[src/rtl/irqcu_pkg.sv]
package irqcu_pkg;

   localparam logic [6:0] OPC_CUSTOM = 7'b0001011;

   localparam logic [6:0] F7_GETQ  = 7'b0000000;
   localparam logic [6:0] F7_SETQ  = 7'b0000001;
   localparam logic [6:0] F7_RETI  = 7'b0000010;
   localparam logic [6:0] F7_MASK  = 7'b0000011;
   localparam logic [6:0] F7_WAIT  = 7'b0000100;
   localparam logic [6:0] F7_TIMER = 7'b0000101;

   typedef enum logic [2:0] {
      OP_NONE,
      OP_GETQ,
      OP_SETQ,
      OP_RETI,
      OP_MASK,
      OP_WAIT,
      OP_TIMER
   } op_e;

   typedef struct packed {
      op_e        op;
      logic [1:0] qidx;
      logic [4:0] rd;
   } dec_t;

endpackage

[src/rtl/irqcu_decode.sv]
module irqcu_decode
   import irqcu_pkg::*;
(
   input  logic        insn_valid,
   input  logic [31:0] insn,
   output dec_t        dec
);

   logic [6:0] f7;
   logic [4:0] rs_f;
   logic [4:0] rd_f;
   logic       base_ok;

   always_comb begin
      f7      = insn[31:25];
      rs_f    = insn[19:15];
      rd_f    = insn[11:7];
      base_ok = insn_valid && (insn[6:0] == OPC_CUSTOM) &&
                (insn[14:12] == 3'b000) && (insn[24:20] == 5'd0);
      dec.op   = OP_NONE;
      dec.qidx = 2'd0;
      dec.rd   = rd_f;
      if (base_ok) begin
         unique case (f7)
            F7_GETQ: if (rs_f[4:2] == 3'd0) begin
               dec.op   = OP_GETQ;
               dec.qidx = rs_f[1:0];
            end
            F7_SETQ: if (rd_f[4:2] == 3'd0) begin
               dec.op   = OP_SETQ;
               dec.qidx = rd_f[1:0];
            end
            F7_RETI:  if (rs_f == 5'd0 && rd_f == 5'd0) dec.op = OP_RETI;
            F7_MASK:  dec.op = OP_MASK;
            F7_WAIT:  if (rs_f == 5'd0 && rd_f == 5'd0) dec.op = OP_WAIT;
            F7_TIMER: if (rd_f == 5'd0) dec.op = OP_TIMER;
            default:  dec.op = OP_NONE;
         endcase
      end
   end

endmodule

[src/rtl/irqcu_timer.sv]
module irqcu_timer #(
   parameter int unsigned W = 32
) (
   input  logic         clk,
   input  logic         rst_n,
   input  logic         load,
   input  logic [W-1:0] load_val,
   output logic         fire,
   output logic [W-1:0] cnt
);

   logic [W-1:0] cnt_q;

   assign cnt  = cnt_q;
   assign fire = !load && (cnt_q == W'(1));

   always_ff @(posedge clk or negedge rst_n) begin
      if (!rst_n)              cnt_q <= '0;
      else if (load)           cnt_q <= load_val;
      else if (cnt_q != '0)    cnt_q <= cnt_q - W'(1);
   end

endmodule

[src/rtl/irqcu_arbiter.sv]
module irqcu_arbiter #(
   parameter int unsigned N  = 8,
   parameter int unsigned IW = 3
) (
   input  logic [N-1:0]  req,
   output logic          any,
   output logic [IW-1:0] idx,
   output logic [N-1:0]  gnt
);

   always_comb begin
      any = |req;
      idx = '0;
      gnt = '0;
      for (int i = N - 1; i >= 0; i--) begin
         if (req[i]) begin
            idx    = IW'(i);
            gnt    = '0;
            gnt[i] = 1'b1;
         end
      end
   end

endmodule

[src/rtl/irq_ctrl_unit.sv]
module irq_ctrl_unit
   import irqcu_pkg::*;
#(
   parameter int unsigned     XLEN         = 32,
   parameter int unsigned     NIRQ         = 8,
   parameter int unsigned     TIMER_SRC    = 0,
   parameter logic [XLEN-1:0] RESET_ADDR   = '0,
   parameter logic [XLEN-1:0] HANDLER_ADDR = XLEN'(16)
) (
   input  logic            clk,
   input  logic            rst_n,
   input  logic            insn_valid,
   input  logic [31:0]     insn,
   input  logic [XLEN-1:0] rs1_val,
   input  logic [XLEN-1:0] ret_addr,
   input  logic [NIRQ-1:0] irq_lines,
   output logic            wb_en,
   output logic [4:0]      wb_idx,
   output logic [XLEN-1:0] wb_data,
   output logic            redir_valid,
   output logic [XLEN-1:0] redir_pc,
   output logic            stall
);

   localparam int unsigned IW = $clog2(NIRQ);
   localparam int unsigned NQ = 4;

   generate
      if (NIRQ < 2 || NIRQ > XLEN) begin : g_bad_nirq
         $error("irq_ctrl_unit: NIRQ must lie in 2..XLEN");
      end
      if (TIMER_SRC >= NIRQ) begin : g_bad_tsrc
         $error("irq_ctrl_unit: TIMER_SRC must be below NIRQ");
      end
      if (XLEN < 8) begin : g_bad_xlen
         $error("irq_ctrl_unit: XLEN too small");
      end
   endgenerate

   dec_t            dec;
   logic [XLEN-1:0] q_r [NQ];
   logic [NIRQ-1:0] mask_r, pend_r, fire_vec, grant;
   logic            in_hdl_r, wait_r, boot_r;
   logic            take, live, tmr_load, tmr_fire;
   logic [IW-1:0]   take_idx;
   logic [XLEN-1:0] tmr_cnt, mask_ext, num_ext;

   irqcu_decode u_dec (
      .insn_valid (insn_valid),
      .insn       (insn),
      .dec        (dec)
   );

   irqcu_arbiter #(.N(NIRQ), .IW(IW)) u_arb (
      .req (pend_r & mask_r & {NIRQ{!boot_r && !in_hdl_r}}),
      .any (take),
      .idx (take_idx),
      .gnt (grant)
   );

   irqcu_timer #(.W(XLEN)) u_tmr (
      .clk      (clk),
      .rst_n    (rst_n),
      .load     (tmr_load),
      .load_val (rs1_val),
      .fire     (tmr_fire),
      .cnt      (tmr_cnt)
   );

   always_comb begin
      live     = !boot_r && !wait_r && !take;
      tmr_load = live && (dec.op == OP_TIMER);
      fire_vec = '0;
      fire_vec[TIMER_SRC] = tmr_fire;
      mask_ext = '0;
      mask_ext[NIRQ-1:0] = mask_r;
      num_ext  = '0;
      num_ext[IW-1:0] = take_idx;

      wb_en   = live && (dec.op == OP_GETQ || dec.op == OP_MASK);
      wb_idx  = dec.rd;
      wb_data = (dec.op == OP_GETQ) ? q_r[dec.qidx] : mask_ext;

      redir_valid = boot_r || take || (live && dec.op == OP_RETI);
      if (boot_r)    redir_pc = RESET_ADDR;
      else if (take) redir_pc = HANDLER_ADDR;
      else           redir_pc = q_r[0];

      stall = (wait_r && !take) || (live && dec.op == OP_WAIT);
   end

   generate
      for (genvar g = 0; g < NQ; g++) begin : g_qreg
         always_ff @(posedge clk or negedge rst_n) begin
            if (!rst_n)
               q_r[g] <= '0;
            else if (take && g == 0)
               q_r[g] <= ret_addr;
            else if (take && g == 1)
               q_r[g] <= num_ext;
            else if (live && dec.op == OP_SETQ && dec.qidx == 2'(g))
               q_r[g] <= rs1_val;
         end
      end
   endgenerate

   always_ff @(posedge clk or negedge rst_n) begin
      if (!rst_n) begin
         mask_r   <= '0;
         pend_r   <= '0;
         in_hdl_r <= 1'b0;
         wait_r   <= 1'b0;
         boot_r   <= 1'b1;
      end else begin
         boot_r <= 1'b0;
         pend_r <= (pend_r | irq_lines | fire_vec) & ~grant;
         if (live && dec.op == OP_MASK) mask_r <= rs1_val[NIRQ-1:0];
         if (take)                           in_hdl_r <= 1'b1;
         else if (live && dec.op == OP_RETI) in_hdl_r <= 1'b0;
         if (take)                           wait_r <= 1'b0;
         else if (live && dec.op == OP_WAIT) wait_r <= 1'b1;
      end
   end

endmodule

[config.mk]
export PLATFORM = sky130hd
export DESIGN_NAME = irq_ctrl_unit
export DESIGN_NICKNAME = d
export VERILOG_FILES = /design/src/rtl/irqcu_pkg.sv /design/src/rtl/irqcu_decode.sv /design/src/rtl/irqcu_timer.sv /design/src/rtl/irqcu_arbiter.sv /design/src/rtl/irq_ctrl_unit.sv
export SDC_FILE = /design/constraint.sdc
export NUM_CORES = 1
export LEC_CHECK = 0
export BUFFER_PORTS_ARGS = -buffer_cell sky130_fd_sc_hd__buf_4
export CELL_PAD_IN_SITES_DETAIL_PLACEMENT = 0
export CELL_PAD_IN_SITES_GLOBAL_PLACEMENT = 1
export CORE_MARGIN = 2
export CORE_UTILIZATION = 30
export CTS_CLUSTER_SIZE = 10
export DETAILED_ROUTE_END_ITERATION = 7
export PLACE_DENSITY = 0.63
export SYNTH_ARGS = -nofsm -noshare
export SYNTH_HDL_FRONTEND = slang
export SYNTH_SLANG_ARGS = --single-unit
[constraint.sdc]
create_clock -name clk -period 3 [get_ports clk]
set_clock_uncertainty 0.1 [all_clocks]
set_input_delay 0.15 -clock clk [delete_from_list [all_inputs] [get_ports clk]]
set_output_delay 0.15 -clock clk [all_outputs]
set_load 0.1 [all_outputs]
# Yosys cells after proc, flatten, opt, wreduce, memory -nomap -nowiden
# Index checks and enable logic that the tools add are counted.
# W data, S select, Z words.
totals:
  ff_bits: 179
  in_bits: 107
  elab_cells: 118
op_classes:
  n_addsub: 1
  order_cmp: 1
  eq_ne: 16
  mux: 40
  n_bitwise: 7
  n_reduce_logical: 43
op_table:
  columns: ["op", "n"]
  rows:
  - ["$mux W32", 11]
  - ["$bmux W32 S2", 1]
  - ["$mux W8", 8]
  - ["$mux W3", 11]
  - ["$eq A32 B1 Y1 const B", 1]
  - ["$reduce_bool A32 Y1", 1]
  - ["$sub A32 B1 Y32 const B", 1]
  - ["$and A8 B8 Y8", 3]
  - ["$logic_and A1 B1 Y1", 19]
  - ["$pmux W3 S6", 1]
  - ["$logic_not A5 Y1", 3]
  - ["$eq A7 B2 Y1 const B", 2]
  - ["$eq A7 B3 Y1 const B", 2]
  - ["$reduce_bool A2 Y1", 5]
  - ["$eq A3 B3 Y1 const B", 3]
  - ["$logic_not A3 Y1", 3]
  - ["$not A8 Y8", 1]
  - ["$or A8 B1 Y8", 1]
  - ["$or A8 B8 Y8", 1]
  - ["$reduce_or A8 Y1", 1]
  - ["$eq A7 B1 Y1 const B", 1]
  - ["$eq A7 B4 Y1 const B", 1]
  - ["$logic_not A7 Y1", 1]
  - ["$eq A3 B2 Y1 const B", 2]
  - ["13 further kinds", 24]

# Logic depth before layout (Yosys ltp)
# Gate-level depths: netlist of the first run.
logic_depth:
  ltp_word: 13
  mapped_depth: 10

# Modules after synthesis
# A second synthesis of the first run with hierarchy kept.
unflattened:
  cells_unflattened: 941
  area_unflattened_um2: 9870.7
modules_own_cells:
  columns: ["module", "instances", "cells_each", "area_each_um2"]
  rows:
  - ["irq_ctrl_unit", 1, 658, 7448.4]
  - ["irqcu_timer", 1, 221, 2008.2]
  - ["irqcu_decode", 1, 39, 269.0]
  - ["irqcu_arbiter", 1, 23, 145.1]

# Least setup slack after synthesis of the first run
# OpenSTA, ideal clock, no wires.
synth_timing:
  path_type: "in2out"
  start: "in insn[13]"
  end: "out wb_en"
  t_arrival_ns: 4.105
  setup_slack_ns: -1.355
  cell_stages: 7
  path_cell_list: "or4_4 -> nor4_4 -> nand2_1 -> or3_1 -> clkbuf_1 -> clkbuf_1 -> o31ai_1"
synth_via:
  elab_chain_len: 7
  word_cells_on_any_way: 8
  classes_between: "2 x eq/ne; 1 x mux; 5 x reduce/logical"
synth_rtl:
  columns: ["element", "line", "text"]
  rows:
  - ["start, declared", "irq_ctrl_unit.sv:13", "input logic [31:0] insn,"]
  - ["$logic_not A3 Y1 *", "irqcu_decode.sv:19", "(insn[14:12] == 3'b000) && (insn[24:20] == 5'd0);"]
  - ["$logic_and A1 B1 Y1 *", "irqcu_decode.sv:18", "base_ok = insn_valid && (insn[6:0] == OPC_CUSTOM) &&"]
  - ["$logic_and A1 B1 Y1 *", "irqcu_decode.sv:19", null]
  - ["$mux W5 *", "irqcu_decode.sv:23", "if (base_ok) begin"]
  - ["$eq A3 B1 Y1 / $eq A3 B3 Y1 (equally long branches)", "irq_ctrl_unit.sv:80", "wb_en = live && (dec.op == OP_GETQ || dec.op == OP_MASK);"]
  - ["$logic_or A1 B1 Y1 *", "irq_ctrl_unit.sv:80", null]
  - ["$logic_and A1 B1 Y1 *", "irq_ctrl_unit.sv:80", null]
  - ["end, declared", "irq_ctrl_unit.sv:17", "output logic wb_en,"]
# Mark *: on every way between the ends. The rest lies on a longest branch, timed or not.

# Worst setup path in the final report of the first run
layout_timing:
  start: "in insn[26]"
  end: "out wb_data[18]"
layout_via:
  elab_chain_len: 8
  word_cells_on_any_way: 15
  classes_between: "6 x eq/ne; 7 x mux; 1 x bitwise; 1 x reduce/logical"
layout_rtl:
  columns: ["element", "line", "text"]
  rows:
  - ["$eq A7 B1 Y1 / $logic_not A7 Y1 (equally long branches)", "irqcu_decode.sv:24", "unique case (f7)"]
  - ["$pmux W2 S2", "irqcu_decode.sv:24", null]
  - ["$mux W5 *", "irqcu_decode.sv:23", null]
  - ["$not A2 Y3 (not written as such)", "irq_ctrl_unit.sv:82", "wb_data = (dec.op == OP_GETQ) ? q_r[dec.qidx] : mask_ext;"]
  - ["$bmux W32 S2", "irq_ctrl_unit.sv:82", null]
  - ["$mux W32 (not written as such) (2 in a row)", "irq_ctrl_unit.sv:82", null]
  - ["$mux W32 *", "irq_ctrl_unit.sv:82", null]
  - ["end, declared", "irq_ctrl_unit.sv:19", "output logic [XLEN-1:0] wb_data,"]
# Mark *: on every way between the ends. The rest lies on a longest branch, timed or not. The select of a mux whose other input is x is not followed.

==> impl_summary.log, run 1 <==
INFO  metric reg2reg_depth = 8
INFO  metric floorplan.initialDensity = 0.304
INFO  metric layout-drive-gt1-share = 0.333
INFO  metric power_density = roughly 410 nW/um^2
INFO  metric ys_top_cells_by_area = dfrtp_1 47%, mux2_2 12%, nand2_1 5.2%
INFO  metric gr-usage-all-layers = 0.194
INFO  metric worstSetupStartpoint = insn[26]
INFO  metric timing.max_slew.rel_slack = 0.571
INFO  metric reg2reg_to = u_tmr.cnt[30]
INFO  metric final_net_count = between 1k and 1.5k
INFO  metric outcome = finished, final reports clean
INFO  metric synth_seq_cells = approximately 180
INFO  metric timing.reg2reg.setup_slack = 0.24 ns
INFO  metric layout_worst_path_cycle_share = 0.975
INFO  metric cp-start-kind = primary input
INFO  metric synth.top_cell.area_share = 0.466
INFO  metric synth_area_per_cell = between 9 and 10 um^2
INFO  metric fp.coreArea = about 31000 um^2
INFO  metric min_period = between 2 and 3 ns
INFO  metric die_h = ~180 um
INFO  metric cell_taking_the_most_area_after_synthesis = dfrtp_1
INFO  metric post_synth_net_total = around 1.1k
INFO  metric critPathCaptureType = output port
INFO  metric die-width = around 180 um
INFO  metric viasPerCell = 5.12
INFO  metric drc = 0
INFO  metric finalHoldViolCount = 0
INFO  metric overflow = 0
INFO  metric synth.top_cells.by_count = 178 x dfrtp_1, 133 x nand2_1, 100 x mux2_2, 94 x nor2_1, 57 x a21oi_1
INFO  metric hold-path-cell-count = 4
INFO  metric seqCellArea = roughly 4500 um^2
INFO  metric detail_route.wl_per_cell = ~19 um
INFO  metric areaGrowthSynthToFinish = 37.4%
INFO  metric crit_arrival = 2.67 ns
INFO  metric design.portCount = 179
INFO  metric drt_iter0_markers = 579
INFO  metric min_to = pend_r[0]
INFO  metric io_buffers = 178
INFO  metric detail-route-antenna-nets = 0
INFO  metric detailedPlace.worstSlack = a little over 0.04 ns
INFO  metric rows = 65
INFO  metric vias = between 8k and 9k
INFO  metric tritoncts_num_sinks = around 180
INFO  metric grt_start_max_net_pins = 66
INFO  metric max_cap_check_violation_count = 0
INFO  metric maxClockFrequency = between 0.3 and 0.4 GHz
INFO  metric max_slew.worst_pin.slew = 0.643 ns
INFO  metric grt_pass1_vias = around 8.7k
INFO  metric finalSetupViolCount = 0
INFO  metric asyncSetResetFlopFracSynth = 1.00
INFO  metric die-area = approximately 33000 um^2
INFO  metric antenna_found_initial = 0
INFO  metric crit_required = roughly 2.8 ns
INFO  metric n_antenna_cell = 0
INFO  metric hp-class = in -> reg
INFO  metric dominant_cell_by_count_in_the_synthesized_netlist = dfrtp_1
INFO  metric path_max_fanout = 23
INFO  metric ys_dominant_reg_cell = dfrtp_1
INFO  metric crit_type = in -> out
INFO  metric rsz_0062_raised_after_global_routing = false
INFO  metric drt_pass_1_iters = 8
INFO  metric hp-start = irq_lines[0]
INFO  metric tritoncts_clock_tree = done
INFO  metric globalplace.congestion = about 0.84
INFO  metric clock_latency_on_the_worst_skew_pair = 0.43 ns
INFO  metric filler_cell_count = roughly 3.1k
INFO  metric syn-instance-count = 960
INFO  metric finalWorstSetupSlack = 0.0753 ns
INFO  metric drt_wl_total = between 30000 and 40000 um
INFO  metric mappedNetlistArea = around 9600 um^2
INFO  metric count_of_warnings_emitted_by_yosys = 0
INFO  metric cts.path.max_buffers = 2
INFO  metric clk_pin_slew_worst_paths = ~0.07 ns
INFO  metric irDropWorstVdd = 0.000333 V
INFO  metric report.final.slew_viol_count = 0
INFO  metric synth_cell_type_count = 63
INFO  metric cts_root_buf = clkbuf_16
INFO  metric startpoint_of_the_lowest_slack_register_to_register_path = u_tmr.cnt[0]
INFO  metric synth.yosys.seq_area_share = 0.469
INFO  metric multi_input_area = a little under 5000 um^2
INFO  metric static_leakage = between 6 and 7 nW
INFO  metric dpl.hpwl = around 22000 um
INFO  metric grt_pass1_wl = between 50000 and 60000 um
INFO  metric count_of_flip_flops_with_a_built_in_enable_after_synthesis = 0
INFO  metric power = ~5.4 mW
INFO  metric cts_max_level = 4
INFO  metric cts_made_buffers = 17
==> sequential cells by signal, summed over array words and instances, names as in the netlist <==
| register | flops |
|---|---|
| mask_r | 8 |
| u_tmr.cnt | 32 |
| q_r | 128 |
| boot_r | 1 |
| pend_r | 8 |
| wait_r | 1 |
| in_hdl_r | 1 |
==> layout by cell type, fill, tap and decap left out, types with 5 or more instances in the layout <==
cell and instances:
a21o_1 5, dfrtp_1 178, clkbuf_16 17, buf_4 211, o21ai_0 33, mux2_1 6
buf_6 9, or3_1 6, mux2i_1 40, clkinv_8 5, xnor2_1 5, dlygate4sd3_1 72
nor3_1 16, xor2_1 11, nor2_1 76, mux2_2 100, and2_1 34, or4_1 7
inv_6 7, nand3_1 29, inv_1 6, nand2_1 133, buf_12 14, a222oi_1 26
nor4_1 17, nor2_2 15, a21oi_1 54, o32a_1 5, o21ai_1 10, a31oi_1 9
==> worst max-delay path, stage by stage <==
cell	delay (ns)
buf_4	0.13
or4_1	0.60
or3_1	0.41
or3_2	0.53
buf_12	0.19
buf_4	0.19
nor2_1	0.13
buf_4	0.30
==> worst max-delay path by stage <==
stage / cells after the start / endpoint / slack [ns]
after floorplan: 7 / wb_data[0] / -0.50
after global placement: 9 / wb_data[18] / 0.04
after detailed placement: 9 / wb_data[18] / 0.04
after CTS: 9 / wb_data[18] / 0.02
after global routing: 8 / wb_data[18] / 0.0006
final: 8 / wb_data[18] / 0.08
==> what timing repair did <==
action | 4_1_cts | 5_1_grt
gates resized for setup | 8 | 4
hold buffers | 72 | 0
setup endpoints to repair | 31 | 44
endpoints found under the hold margin | 236 | 0
pin swaps | 0 | 1
setup buffers | 0 | 2
==> per-stage QoR <==
step	cell area, um^2	utilization	cells	setup TNS, ns	hold slack (ns)
after floorplan	9650	-	960	-7.95	-0.246
after global placement	11800	0.374	1530	0	0.0921
after detailed placement	11800	0.374	1530	0	0.0962
after CTS	13100	0.416	1634	0	0.0169
after global routing	13100	0.417	1636	0	0.0675
final	13100	0.417	1636	0	0.0309
==> kinds of logic (layout without fill, tap and decap cells) <==
kind of cell / Yosys count / count (layout) / share of synthesized area
adder cells (fa/ha/maj): 2 / 2 / 0.00262
AND/OR/NAND/NOR: 376 / 376 / 0.193
buffers and inverters: 70 / 344 / 0.0374
XOR/XNOR: 16 / 16 / 0.0147
other: 1 / 1 / 0.000392
multiplexers: 146 / 146 / 0.167
flip-flops: 179 / 179 / 0.469
AO/OA/AOI/OAI: 170 / 170 / 0.117
==> cell type report <==
class / count / share of cell area
Multi-Input combinational cell: 711 / 0.369
Sequential cell: 179 / 0.341
Timing Repair Buffer: 306 / 0.205
Tap cell: 402 / 0.0383
Clock buffer: 17 / 0.0324
Clock inverter: 15 / 0.0127
Inverter: 6 / 0.00171
==> metal layers <==
layer,GRT usage,vias to the layer above,share of wire
li1,-,3992,-
met1,0.275,4183,0.49
met2,0.309,180,0.46
met3,0.0259,29,0.038
met4,0.0548,0,0.018
met5,0,-,0
==> power breakdown <==
part / internal [mW] / switching (mW) / leakage, nW
Sequential: 2.43 / 0.0217 / 2.16
Clock: 1.12 / 1.11 / 0.286
Combinational: 0.261 / 0.415 / 3.80
Total: 3.81 / 1.54 / 6.25
(Power assumes the default switching activity.)
==> run 2: changes to the inputs <==
--- a/config.mk
+++ b/config.mk
@@ -10,6 +10,7 @@
 export CELL_PAD_IN_SITES_GLOBAL_PLACEMENT = 1
 export CORE_MARGIN = 2
 export CORE_UTILIZATION = 30
+export CTS_BUF_LIST = sky130_fd_sc_hd__clkbuf_2 sky130_fd_sc_hd__clkbuf_4 sky130_fd_sc_hd__clkbuf_8
 export CTS_CLUSTER_SIZE = 10
 export DETAILED_ROUTE_END_ITERATION = 7
 export PLACE_DENSITY = 0.63
==> impl_summary.log, run 2 (synthesis gave the netlist of run 1 again) <==
INFO  metric max_slew.worst_pin.slew = 0.635 ns (-0.00811 ns)
INFO  metric slowest_delay = 0.60 ns (about the same)
INFO  metric cts_root_buf = clkbuf_8
INFO  metric layout_worst_path_cycle_share = 0.976 (+0.00105)
INFO  metric placed_cell_area = 11800 um^2 (unchanged)
INFO  metric crit_path_top_delay_cell = or4_1
INFO  metric die-area = 33300 um^2 (unchanged)
INFO  metric grt_start_max_net_pins = 66 (unchanged)
INFO  metric vias = 8319 (-0.78%)
INFO  metric crit_required = 2.75 ns (about the same)
INFO  metric max_cap_check_violation_count = 0 (unchanged)
INFO  metric n_antenna_cell = 0 (unchanged)
INFO  metric clock_latency_on_the_worst_skew_pair = 0.47 ns (+0.04 ns)
INFO  metric tritoncts_clock_tree = done
INFO  metric drt_iter0_markers = 596 (+2.9%)
INFO  metric static_leakage = 6.17 nW (-1.2%)
INFO  metric cts_max_level = 4 (unchanged)
INFO  metric io_buffers = 178 (unchanged)
INFO  metric finalHoldViolCount = 0 (unchanged)
INFO  metric overflow = 0 (unchanged)
INFO  metric cts.path.max_buffers = 2 (unchanged)
INFO  metric registers.top_by_ff_count = q_r
INFO  metric startpoint_of_the_lowest_slack_register_to_register_path = boot_r
INFO  metric areaGrowthSynthToFinish = 35.7%
INFO  metric layout.cells.most_common = buf_4
INFO  metric irDropWorstVdd = 0.000216 V (-35%)
INFO  metric largest_register_ffs = 128 (unchanged)
INFO  metric critical_path.most_common_cell = buf_4
INFO  metric drt_pass_1_iters = 6 (-2)
INFO  metric detail_route.wl_per_cell = 19.2 um (-0.46%)
INFO  metric layout-drive-gt1-share = 0.332 (-0.00108)
INFO  metric drc = 0 (unchanged)
INFO  metric globalplace.congestion = 0.844 (unchanged)
INFO  metric cp-start-kind = primary input
INFO  metric tritoncts_num_sinks = 179 (unchanged)
INFO  metric power_density = 370 nW/um^2 (-9.3%)
INFO  metric timing.reg2reg.setup_slack = 0.20 ns (-0.04 ns)
INFO  metric outcome = finished, final reports clean
INFO  metric reg2reg_to = q_r[122]
INFO  metric commonest_cells_after_routing_fill_and_taps_aside = 215 x buf_4, 178 x dfrtp_1, 133 x nand2_1, 100 x mux2_2
INFO  metric grt_pass1_vias = 8703 (+0.24%)
INFO  metric power = 4.80 mW (-10%)
INFO  metric cts_made_buffers = 17 (unchanged)
INFO  metric rows = 65 (unchanged)
INFO  metric crit_chain = buf_4 -> or4_1 -> or3_1 -> or3_2 -> buf_12 -> buf_4 -> nor2_1 -> buf_4
INFO  metric maxClockFrequency = 0.342 GHz (-0.11%)
INFO  metric rsz_0062_raised_after_global_routing = false
INFO  metric min_period = 2.93 ns (+0.00314 ns)
INFO  metric crit_type = in -> out
INFO  metric hp-class = in -> async
INFO  metric fp.coreArea = 31500 um^2 (unchanged)
INFO  metric drt_wl_total = 31500 um (-0.22%)
INFO  metric gr-usage-all-layers = 0.194 (-0.000317)
INFO  metric dpl.hpwl = 22000 um (unchanged)
INFO  metric grt_pass1_wl = 50100 um (-0.22%)
INFO  metric floorplan.initialDensity = 0.304 (unchanged)
INFO  metric path_max_fanout = 23 (unchanged)
INFO  metric crit_arrival = 2.68 ns (about the same)
INFO  metric clk_pin_slew_worst_paths = 0.11 ns (+0.04 ns)
INFO  metric reg2reg_depth = 8 (unchanged)
INFO  metric final_net_count = 1334 (+0.30%)
INFO  metric detail-route-antenna-nets = 0 (unchanged)
INFO  metric finalNonFillerCells = 1640 (+0.24%)
INFO  metric timing.max_slew.rel_slack = 0.573 (+0.00150)
INFO  metric fin_area = 13000 um^2 (-1.2%)
INFO  metric die_h = 183 um (unchanged)
INFO  metric placed_cells = 1530 (unchanged)
INFO  metric design.portCount = 179 (unchanged)
INFO  metric antenna_found_initial = 0 (unchanged)
INFO  metric die-width = 183 um (unchanged)
INFO  metric critPathCaptureType = output port
INFO  metric report.final.slew_viol_count = 0 (unchanged)
INFO  metric finalSetupViolCount = 0 (unchanged)
INFO  metric viasPerCell = 5.07 (-1.0%)
[run 2: changes by cell type in the layout (fill, tap and decap cells not counted)]
cell / before / now
clkbuf_16: 17 / 0
buf_6: 9 / 5
or4b_2: 2 / 1
dlygate4sd3_1: 72 / 76
clkbuf_8: 0 / 17
or4b_4: 0 / 1
buf_4: 211 / 215
[run 2: metrics by stage]
| step | util | setup WS [ns] | hold WS (ns) | setup TNS [ns] |
|---|---|---|---|---|
| floorplan | - | -0.505 | -0.246 | -7.95 |
| global placement | 0.374 | 0.0371 | 0.0921 | 0 |
| detailed placement | 0.374 | 0.0411 | 0.0962 | 0 |
| CTS | 0.411 | 0.0197 | 0.138 | 0 |
| global route | 0.412 | 0.00243 | 0.160 | 0 |
| finish | 0.412 | 0.0722 | 0.139 | 0 |
[run 2: what timing repair did]
| action | in CTS | in global routing |
|---|---|---|
| pin swaps | 0 | 1 |
| buffers inserted | 1 | 1 |
| hold buffers | 76 | 0 |
| hold endpoints to repair | 237 | 0 |
| endpoints found under the setup margin | 32 | 17 |
| resized for setup | 6 | 3 |
[run 2: final cells by class]
type                    instances  area, um^2
clock inverters                15         166
inverters                       6        22.5
well taps                     402         503
fillers                      3091       18500
repair buffers                310        2710
flip-flops and latches        179        4480
clock buffers                  17         234
multi-input cells             711        4850
[run 2: worst max-delay path by stage]
stage	startpoint	to	cells after the start
2_1_floorplan	insn[13]	wb_data[0]	7
3_3_place_gp	insn[13]	wb_data[18]	9
3_5_place_dp	insn[13]	wb_data[18]	9
4_1_cts	boot_r	q_r[120]	8
5_1_grt	insn[26]	wb_data[18]	8
6_report	insn[26]	wb_data[18]	8
[run 2: routing by layer]
| metal | global-route usage | part of all wire |
|---|---|---|
| met1 | 0.276 | 0.49 |
| met2 | 0.307 | 0.46 |
| met3 | 0.0289 | 0.037 |
| met4 | 0.0519 | 0.017 |
| met5 | 0 | 0 |
[run 2: power breakdown]
part           total [mW]  switching, mW  internal [mW]
registers            2.46         0.0214           2.43
logic               0.678          0.415          0.262
clock network        1.67           1.04          0.630
total                4.80           1.47           3.33
[run 2: worst max-delay path: cells and delay by family]
| family | cells | cell delay (ns) |
|---|---|---|
| AND/OR/NAND/NOR | 4 | 1.66 |
| buffers and inverters | 4 | 0.81 |
